File: config.mk
export PLATFORM = sky130hd
export DESIGN_NAME = cfg_target_decoder
export DESIGN_NICKNAME = d
export VERILOG_FILES = /design/src/rtl/cfg_tgt_pkg.sv /design/src/rtl/cfg_addr_decode.sv /design/src/rtl/cfg_dphase_ctrl.sv /design/src/rtl/cfg_target_decoder.sv
export SDC_FILE = /design/constraint.sdc
export NUM_CORES = 1
export LEC_CHECK = 0
export ABC_AREA = 1
export CAP_MARGIN = 10
export CORE_AREA = 2 2 67 69
export DETAILED_ROUTE_END_ITERATION = 8
export DIE_AREA = 0 0 69 71
export DONT_BUFFER_PORTS = 1
export GPL_ROUTABILITY_DRIVEN = 1
export HOLD_SLACK_MARGIN = 0.05
export PLACE_DENSITY = 0.39
export SYNTH_ARGS = -nofsm -noshare
export SYNTH_HDL_FRONTEND = slang
export SYNTH_SLANG_ARGS = --single-unit
File: constraint.sdc
create_clock -name clk -period 2.27 [get_ports clk]
set_input_delay 0.1135 -clock clk [delete_from_list [all_inputs] [get_ports clk]]
set_output_delay 0.1135 -clock clk [all_outputs]
set_load 0.05 [all_outputs]
File: src/rtl/cfg_tgt_pkg.sv
// Shared constants and types for the configuration target decoder.
package cfg_tgt_pkg;
    localparam logic [3:0] CMD_CFG_RD = 4'b1010;
    localparam logic [3:0] CMD_CFG_WR = 4'b1011;

    typedef enum logic {
        PH_IDLE = 1'b0,
        PH_DATA = 1'b1
    } phase_t;
endpackage

File: src/rtl/cfg_addr_decode.sv
// Address-phase decoder for one bus side.
// Decides whether an address phase is a local configuration access.
// Assumes the inputs are valid only while addr_vld is high.
// ALLOW_CLAIM = 0 builds the variant for a side that may never be claimed.
module cfg_addr_decode
    import cfg_tgt_pkg::*;
#(
    parameter bit ALLOW_CLAIM = 1'b1
) (
    input  logic       addr_vld,
    input  logic [3:0] cmd,
    input  logic [1:0] addr_lo,
    input  logic       idsel,
    output logic       claim,
    output logic       is_wr
);
    logic cmd_ok;
    logic match;

    // Check the command code, the low address bits and the select strobe.
    always_comb begin
        cmd_ok = (cmd == CMD_CFG_RD) || (cmd == CMD_CFG_WR);
        match  = addr_vld && cmd_ok && (addr_lo == 2'b00) && idsel;
        is_wr  = (cmd == CMD_CFG_WR);
    end

    generate
        if (ALLOW_CLAIM) begin : g_claim
            // Claim whenever the decode matches.
            always_comb claim = match;
        end else begin : g_block
            // This side never claims; the decode is only observed.
            always_comb claim = match && 1'b0;
        end
    endgenerate
endmodule

File: src/rtl/cfg_dphase_ctrl.sv
// Data-phase controller: holds a claimed access open until one transfer.
// Assumes no new address phase arrives while an access is open.
// The transfer is combinational with the initiator's data-valid strobe.
module cfg_dphase_ctrl
    import cfg_tgt_pkg::*;
#(
    parameter int IDX_W = 6
) (
    input  logic             clk,
    input  logic             rst_n,
    input  logic             claim,
    input  logic             claim_wr,
    input  logic [IDX_W-1:0] claim_idx,
    input  logic             dvld,
    input  logic             more,
    output logic             devsel,
    output logic             trdy,
    output logic             stop,
    output logic             rd_en,
    output logic             wr_en,
    output logic [IDX_W-1:0] idx
);
    phase_t phase_q;
    logic   wr_q;

    // Open an access on a claim and close it after one transfer.
    always_ff @(posedge clk) begin
        if (!rst_n) begin
            phase_q <= PH_IDLE;
            wr_q    <= 1'b0;
            idx     <= '0;
        end else if (phase_q == PH_IDLE) begin
            if (claim) begin
                phase_q <= PH_DATA;
                wr_q    <= claim_wr;
                idx     <= claim_idx;
            end
        end else if (dvld) begin
            phase_q <= PH_IDLE;
        end
    end

    // Drive the response and the register strobes for the open access.
    always_comb begin
        devsel = (phase_q == PH_DATA);
        trdy   = devsel && dvld;
        stop   = trdy && more;
        rd_en  = trdy && !wr_q;
        wr_en  = trdy && wr_q;
    end


    single_xfer_chk: assert property (@(posedge clk) disable iff (!rst_n)
        trdy |=> !trdy);


    stop_with_xfer_chk: assert property (@(posedge clk) disable iff (!rst_n)
        stop |-> trdy);


    devsel_drop_chk: assert property (@(posedge clk) disable iff (!rst_n)
        $fell(devsel) |-> $past(trdy));


    one_strobe_chk: assert property (@(posedge clk) disable iff (!rst_n)
        $onehot0({rd_en, wr_en}));
endmodule

File: src/rtl/cfg_target_decoder.sv
// Configuration space target decoder for the upstream side of a bridge.
// Claims local configuration cycles and serves one DWORD from a register
// port. Downstream address phases are decoded but never claimed.
// Assumes the register port answers reads combinationally.
module cfg_target_decoder
    import cfg_tgt_pkg::*;
#(
    parameter int ADDR_W = 8,
    parameter int DATA_W = 32
) (
    input  logic                    clk,
    input  logic                    rst_n,
    input  logic                    pri_addr_vld,
    input  logic [3:0]              pri_cmd,
    input  logic [ADDR_W-1:0]       pri_addr,
    input  logic                    pri_idsel,
    input  logic                    pri_dvld,
    input  logic                    pri_more,
    input  logic [DATA_W/8-1:0]     pri_be_n,
    input  logic [DATA_W-1:0]       pri_wdata,
    output logic                    pri_devsel,
    output logic                    pri_trdy,
    output logic                    pri_stop,
    output logic [DATA_W-1:0]       pri_rdata,
    input  logic                    sec_addr_vld,
    input  logic [3:0]              sec_cmd,
    input  logic [1:0]              sec_addr_lo,
    input  logic                    sec_idsel,
    output logic                    sec_devsel,
    output logic [ADDR_W-3:0]       reg_idx,
    output logic                    reg_rd_en,
    input  logic [DATA_W-1:0]       reg_rd_data,
    output logic                    reg_wr_en,
    output logic [DATA_W/8-1:0]     reg_wr_be,
    output logic [DATA_W-1:0]       reg_wr_data
);
    localparam int IDX_W = ADDR_W - 2;

    logic pri_claim;
    logic pri_is_wr;
    logic sec_is_wr;

    cfg_addr_decode #(.ALLOW_CLAIM(1'b1)) u_pri_dec (
        .addr_vld (pri_addr_vld),
        .cmd      (pri_cmd),
        .addr_lo  (pri_addr[1:0]),
        .idsel    (pri_idsel),
        .claim    (pri_claim),
        .is_wr    (pri_is_wr)
    );

    cfg_addr_decode #(.ALLOW_CLAIM(1'b0)) u_sec_dec (
        .addr_vld (sec_addr_vld),
        .cmd      (sec_cmd),
        .addr_lo  (sec_addr_lo),
        .idsel    (sec_idsel),
        .claim    (sec_devsel),
        .is_wr    (sec_is_wr)
    );

    cfg_dphase_ctrl #(.IDX_W(IDX_W)) u_ctrl (
        .clk       (clk),
        .rst_n     (rst_n),
        .claim     (pri_claim),
        .claim_wr  (pri_is_wr),
        .claim_idx (pri_addr[ADDR_W-1:2]),
        .dvld      (pri_dvld),
        .more      (pri_more),
        .devsel    (pri_devsel),
        .trdy      (pri_trdy),
        .stop      (pri_stop),
        .rd_en     (reg_rd_en),
        .wr_en     (reg_wr_en),
        .idx       (reg_idx)
    );

    // Route write data and mask, and return the full DWORD on reads.
    always_comb begin
        reg_wr_be   = ~pri_be_n;
        reg_wr_data = pri_wdata;
        pri_rdata   = reg_rd_en ? reg_rd_data : '0;
    end


    claim_src_chk: assert property (@(posedge clk) disable iff (!rst_n)
        $rose(pri_devsel) |-> $past(pri_addr_vld && pri_idsel &&
            (pri_addr[1:0] == 2'b00) &&
            ((pri_cmd == CMD_CFG_RD) || (pri_cmd == CMD_CFG_WR))));


    no_wait_chk: assert property (@(posedge clk) disable iff (!rst_n)
        (pri_devsel && pri_dvld) |-> (reg_rd_en || reg_wr_en));


    sec_quiet_chk: assert property (@(posedge clk) disable iff (!rst_n)
        (sec_addr_vld && !pri_addr_vld && !pri_devsel) |=> !pri_devsel);
endmodule

### After elaboration in Yosys (flattened, before gate mapping)

Index checks and enable logic that the tools add are counted.

| storage, ports and cells | value |
|---|---|
| flip-flop bits (word level) | 8 |
| input bits | 94 |
| output and inout bits | 80 |
| logic and storage cells | 22 |

| operators by class | value |
|---|---|
| equal/unequal tests | 2 |
| muxes and demuxes | 4 |
| bitwise gates (word level) | 2 |
| reduce and logical (&&, ||, !) cells | 11 |

Operators with widths:

| cell | count |
|---|---|
| 32-bit 2-to-1 mux | 1 |
| 4-bit == test (second input constant) | 2 |
| 1-bit logical AND | 7 |
| 4-bit NOT | 1 |
| 1-bit 2-to-1 mux | 3 |
| 2-bit zero test | 1 |
| 2-bit AND reduction | 1 |
| 1-bit zero test | 1 |
| 1-bit logical OR | 1 |
| 1-bit NOT | 1 |

### Longest topological paths before layout

| logic depth | value |
|---|---|
| depth after elaboration | 7 |
| depth in mapped cells | 8 |
| gate-level depth less buffers | 7 |

### By module

From an unflattened synthesis, not the netlist that was laid out.

| second synthesis, totals | value |
|---|---|
| cells, all modules | 175 |
| area, all modules | 970.9 sq um |

Modules (own cells, without submodules):

| module | times used | cells an instance | area each (sq um) | sequential area each (sq um) |
|---|---|---|---|---|
| cfg_target_decoder | 1 | 103 | 529.3 | 0.0 |
| cfg_dphase_ctrl | 1 | 57 | 370.4 | 160.2 |
| cfg_addr_decode at u_pri_dec | 1 | 9 | 42.5 | 0.0 |
| cfg_addr_decode at u_sec_dec | 1 | 6 | 28.8 | 0.0 |

### Worst setup path after synthesis

Ideal clock, no wire load.

| timing | value |
|---|---|
| kind | reg-to-output |
| start point | reg u_ctrl.phase_q, in the netlist u_ctrl.devsel |
| end point | out pri_rdata[0] |
| data arrival time | 2.296 ns |
| required time | 2.156 ns |
| path slack | -0.139 ns |
| stages on the path, launching flop included | 6 |
| buffers on the path | 1 |
| cells stage by stage | dfxtp_1 > nand2_1 > nor2_2 > inv_2 > buf_6 > nor2_1 |

| on the way | value |
|---|---|
| word-level cells in the longest chain between the ends | 3 |

RTL lines:

| element | line | text |
|---|---|---|
| start: declaration | cfg_dphase_ctrl.sv:23 | `phase_t phase_q;` |
| start signal: assignment | cfg_dphase_ctrl.sv:29 | `phase_q <= PH_IDLE;` |
| start signal: assignment | cfg_dphase_ctrl.sv:34 | `phase_q <= PH_DATA;` |
| start signal: assignment | cfg_dphase_ctrl.sv:39 | `phase_q <= PH_IDLE;` |
| 1-bit logical AND | cfg_dphase_ctrl.sv:46 | `trdy = devsel && dvld;` |
| 1-bit logical AND | cfg_dphase_ctrl.sv:48 | `rd_en = trdy && !wr_q;` |
| via reg_rd_en | cfg_target_decoder.sv:31 | `output logic reg_rd_en,` |
| 32-bit 2-to-1 mux | cfg_target_decoder.sv:81 | `pri_rdata = reg_rd_en ? reg_rd_data : '0;` |
| end: declaration | cfg_target_decoder.sv:24 | `output logic [DATA_W-1:0] pri_rdata,` |

The timed path passes the listed nets, and every way through them passes these cells.

### Worst setup path in the final report

| timing | value |
|---|---|
| start point | reg u_ctrl.phase_q, in the netlist u_ctrl.devsel |
| end point | out pri_rdata[27] |

| on the way | value |
|---|---|
| word-level cells in the longest chain between the ends | 3 |

RTL lines:

| element | line |
|---|---|
| 1-bit logical AND | cfg_dphase_ctrl.sv:46 |
| 1-bit logical AND | cfg_dphase_ctrl.sv:48 |
| 32-bit 2-to-1 mux | cfg_target_decoder.sv:81 |

No other way between the ends.

==> results.py <==
metrics = {
    "status": {
        "status": "completed",
    },
    "job": {
        "max-cap-violations": 0,
    },
    "worst_setup_path": {
        "endpoint_kind": "primary output",
        "r2r_slack_ns": 0.62,
        "worstSetupPathType": "reg2out",
        "path_cells": "buf_4 > nand2_1 > nor2_2 > inv_2 > nor2_1 > buf_4",
        "cp_top_family": "buffers and inverters",
        "reg2reg_depth": 8,
        "critPathLaunchType": "flip-flop",
        "r2r-start": "u_ctrl.devsel",
        "crit_fanout": 32,
        "reg2reg_to": "u_ctrl.idx[0]",
        "crit_path_start": "u_ctrl.devsel",
        "crit_arrival_ns": 1.61,
        "critPathSlowestCell": "dfxtp_1",
        "crit_required_ns": 2.16,
        "crit_buf_inv": 3,
        "max_stage_delay_ns": 0.30,
        "crit_top_cell": "buf_4",
    },
    "pwr": {
        "p_comb_share_pct": 15.6,
        "power_density_nw_per_um2": 331,
        "totalPowerFinal_mw": 0.368,
        "p_leak_nw": 0.762,
        "p_clk_share_pct": 44.8,
        "internal-power_mw": 0.275,
        "ir_drop_uv": 219,
        "power_frac_seq_pct": 39.6,
        "power_switching_mw": 0.0925,
        "p_sw_share_pct": 25.2,
    },
    "timing": {
        "report.final.slew_viol_count": 0,
        "hold_viol": 0,
        "setup_viol": 0,
        "slew_headroom_pct": 65.3,
        "clock.fmax_mhz": 579,
        "period_share_pct": 76.1,
        "hold_slack_ns": 0.0796,
        "period_needed_ns": 1.73,
        "skew_ns": 0.00288,
        "worst_pin_slew_ns": 0.520,
        "rsz0062_at_grt": "false",
    },
    "clock_network": {
        "post_cts_resized": 0,
        "ctsHoldBuffers": 8,
        "clock-sinks": 8,
        "clk-insertion-delay-late_ns": 0.22,
        "htreeDepth": 1,
        "clk_pin_slew_ns": 0.04,
        "cts_tree": "done",
        "post_cts_buffers": 0,
        "clockRootBuffer": "clkbuf_8",
        "cts_buffer_depth": 2,
        "cts_buffers": 3,
    },
    "synth": {
        "syn_nets": 264,
        "ys_warn_count": 0,
        "yosys.area.top_type_share_pct": 26.1,
        "synth_area_leaders": "buf_4, inv_1, nor2_1",
        "syn_avg_cell_area_sq_um": 5.59,
        "netlist_area_sq_um": 951,
        "yosysUniqueCellTypes": 15,
        "ys_ff_latch": 8,
        "yosysSeqAreaShare_pct": 16.8,
        "yosys.area.top_type": "buf_4",
        "synth_cells": 170,
    },
    "routing": {
        "drtPass1Iterations": 4,
        "drt-initial-drc-count": 10,
        "totalWireLength_mm": 2.27,
        "drcViolationCount": 0,
        "via_per_inst": 3.65,
        "routedWlPerCell_um": 9.83,
        "ant_nets": 0,
        "vias": 842,
    },
    "grt": {
        "grt_pass1_wl_mm": 3.35,
        "grt_overflow": 0,
        "grt_max_degree": 33,
        "antenna_found_initial": 0,
        "grt_use_total_pct": 8.34,
        "grt_pass1_vias": 715,
    },
    "cells_and_area": {
        "drive_above_1_share_pct": 26.3,
        "n_antenna_cell": 0,
        "finish.net_count": 275,
        "layoutNonFillerInstCount": 231,
        "syn_to_final_growth_pct": 16.8,
    },
    "floorplan": {
        "rows": 24,
        "die_x_um": 69,
        "die_y_um": 71,
        "initial_core_util_pct": 22.6,
        "core-area_sq_um": 4200,
        "fp.dieArea_sq_um": 4900,
        "ioPinCount": 174,
    },
    "placed_design": {
        "dp_hpwl_mm": 1.89,
        "port_buffers": 0,
        "placed_cells": 220,
        "gp_congestion": 0.706,
    },
    "hold_path": {
        "hp-start": "pri_dvld",
        "whs_endpoint": "u_ctrl.devsel",
        "holdPathStages": 2,
        "hp-class": "in2reg",
    },
}
## state kept, by name (all words and copies together), names as in the netlist
| name | flops |
|---|---|
| u_ctrl.wr_q | 1 |
| u_ctrl.devsel | 1 |
| u_ctrl.idx | 6 |
## layout make-up
type                    count  area, sq um
fillers                   476         3090
well taps                  52         65.1
inverters                  50          188
clock buffers               3         41.3
flip-flops and latches      8          160
multi-input cells          74          307
repair buffers             44          350
## through the flow
| step | TNS (ns) | utilization (%) | setup slack [ns] | cell area, sq um |
|---|---|---|---|---|
| after global routing | 0 | 26.4 | 0.348 | 1110 |
| after global placement | 0 | 23.5 | 0.745 | 990 |
| after CTS | 0 | 26.4 | 0.514 | 1110 |
| after floorplan | -4.19 | - | -0.139 | 951 |
| after detailed placement | 0 | 23.5 | 0.766 | 990 |
| final | 0 | 26.4 | 0.543 | 1110 |
## worst max-delay path by stage
stage	depth (start not counted)	slack, ns	end
CTS	6	0.51	pri_rdata[27]
global placement	6	0.75	pri_rdata[27]
floorplan	5	-0.14	pri_rdata[0]
finish	6	0.54	pri_rdata[27]
detailed placement	6	0.77	pri_rdata[27]
global route	6	0.35	pri_rdata[27]
## per-layer routing
layer	global-route usage [%]	up-vias	part of all wire, %
met5	0	-	0
met4	3.05	0	0.22
met3	4.99	2	16
met2	14.5	74	51
met1	8.18	326	33
li1	-	440	-
## logic make-up (layout without fill, tap and decap cells)
group | after synthesis | in the layout | share of synthesized area, %
AND/OR/NAND/NOR | 72 | 72 | 31.1
AO/OA/AOI/OAI | 1 | 1 | 0.790
buffers and inverters | 88 | 97 | 50.9
flip-flops | 8 | 8 | 16.8
other | 1 | 1 | 0.394
## Yosys cell counts (all sizes together)
cell    instances
inv            50
dfxtp           8
buf            37
nand2          20
conb            1
clkbuf          1
nor2           51
or2             1
a21boi          1
## power by group through the flow
stage | Clock [mW] | Sequential, mW | Combinational [mW]
final | 0.165 | 0.146 | 0.0575
after detailed placement | 0 | 0.148 | 0.0461
after CTS | 0.172 | 0.146 | 0.0578
after global routing | 0.179 | 0.146 | 0.0633
after floorplan | 0 | 0.148 | 0.197
after global placement | 0 | 0.148 | 0.0461
## cell usage in the layout (no fill, tap or decap), drive strengths merged
cell type	count
dfxtp	8
dlygate4sd3	8
buf	36
nand2	20
nor2	51
or2	1
inv	50
clkbuf	3
a21boi	1
conb	1
Power figures use the tool's default switching activity.
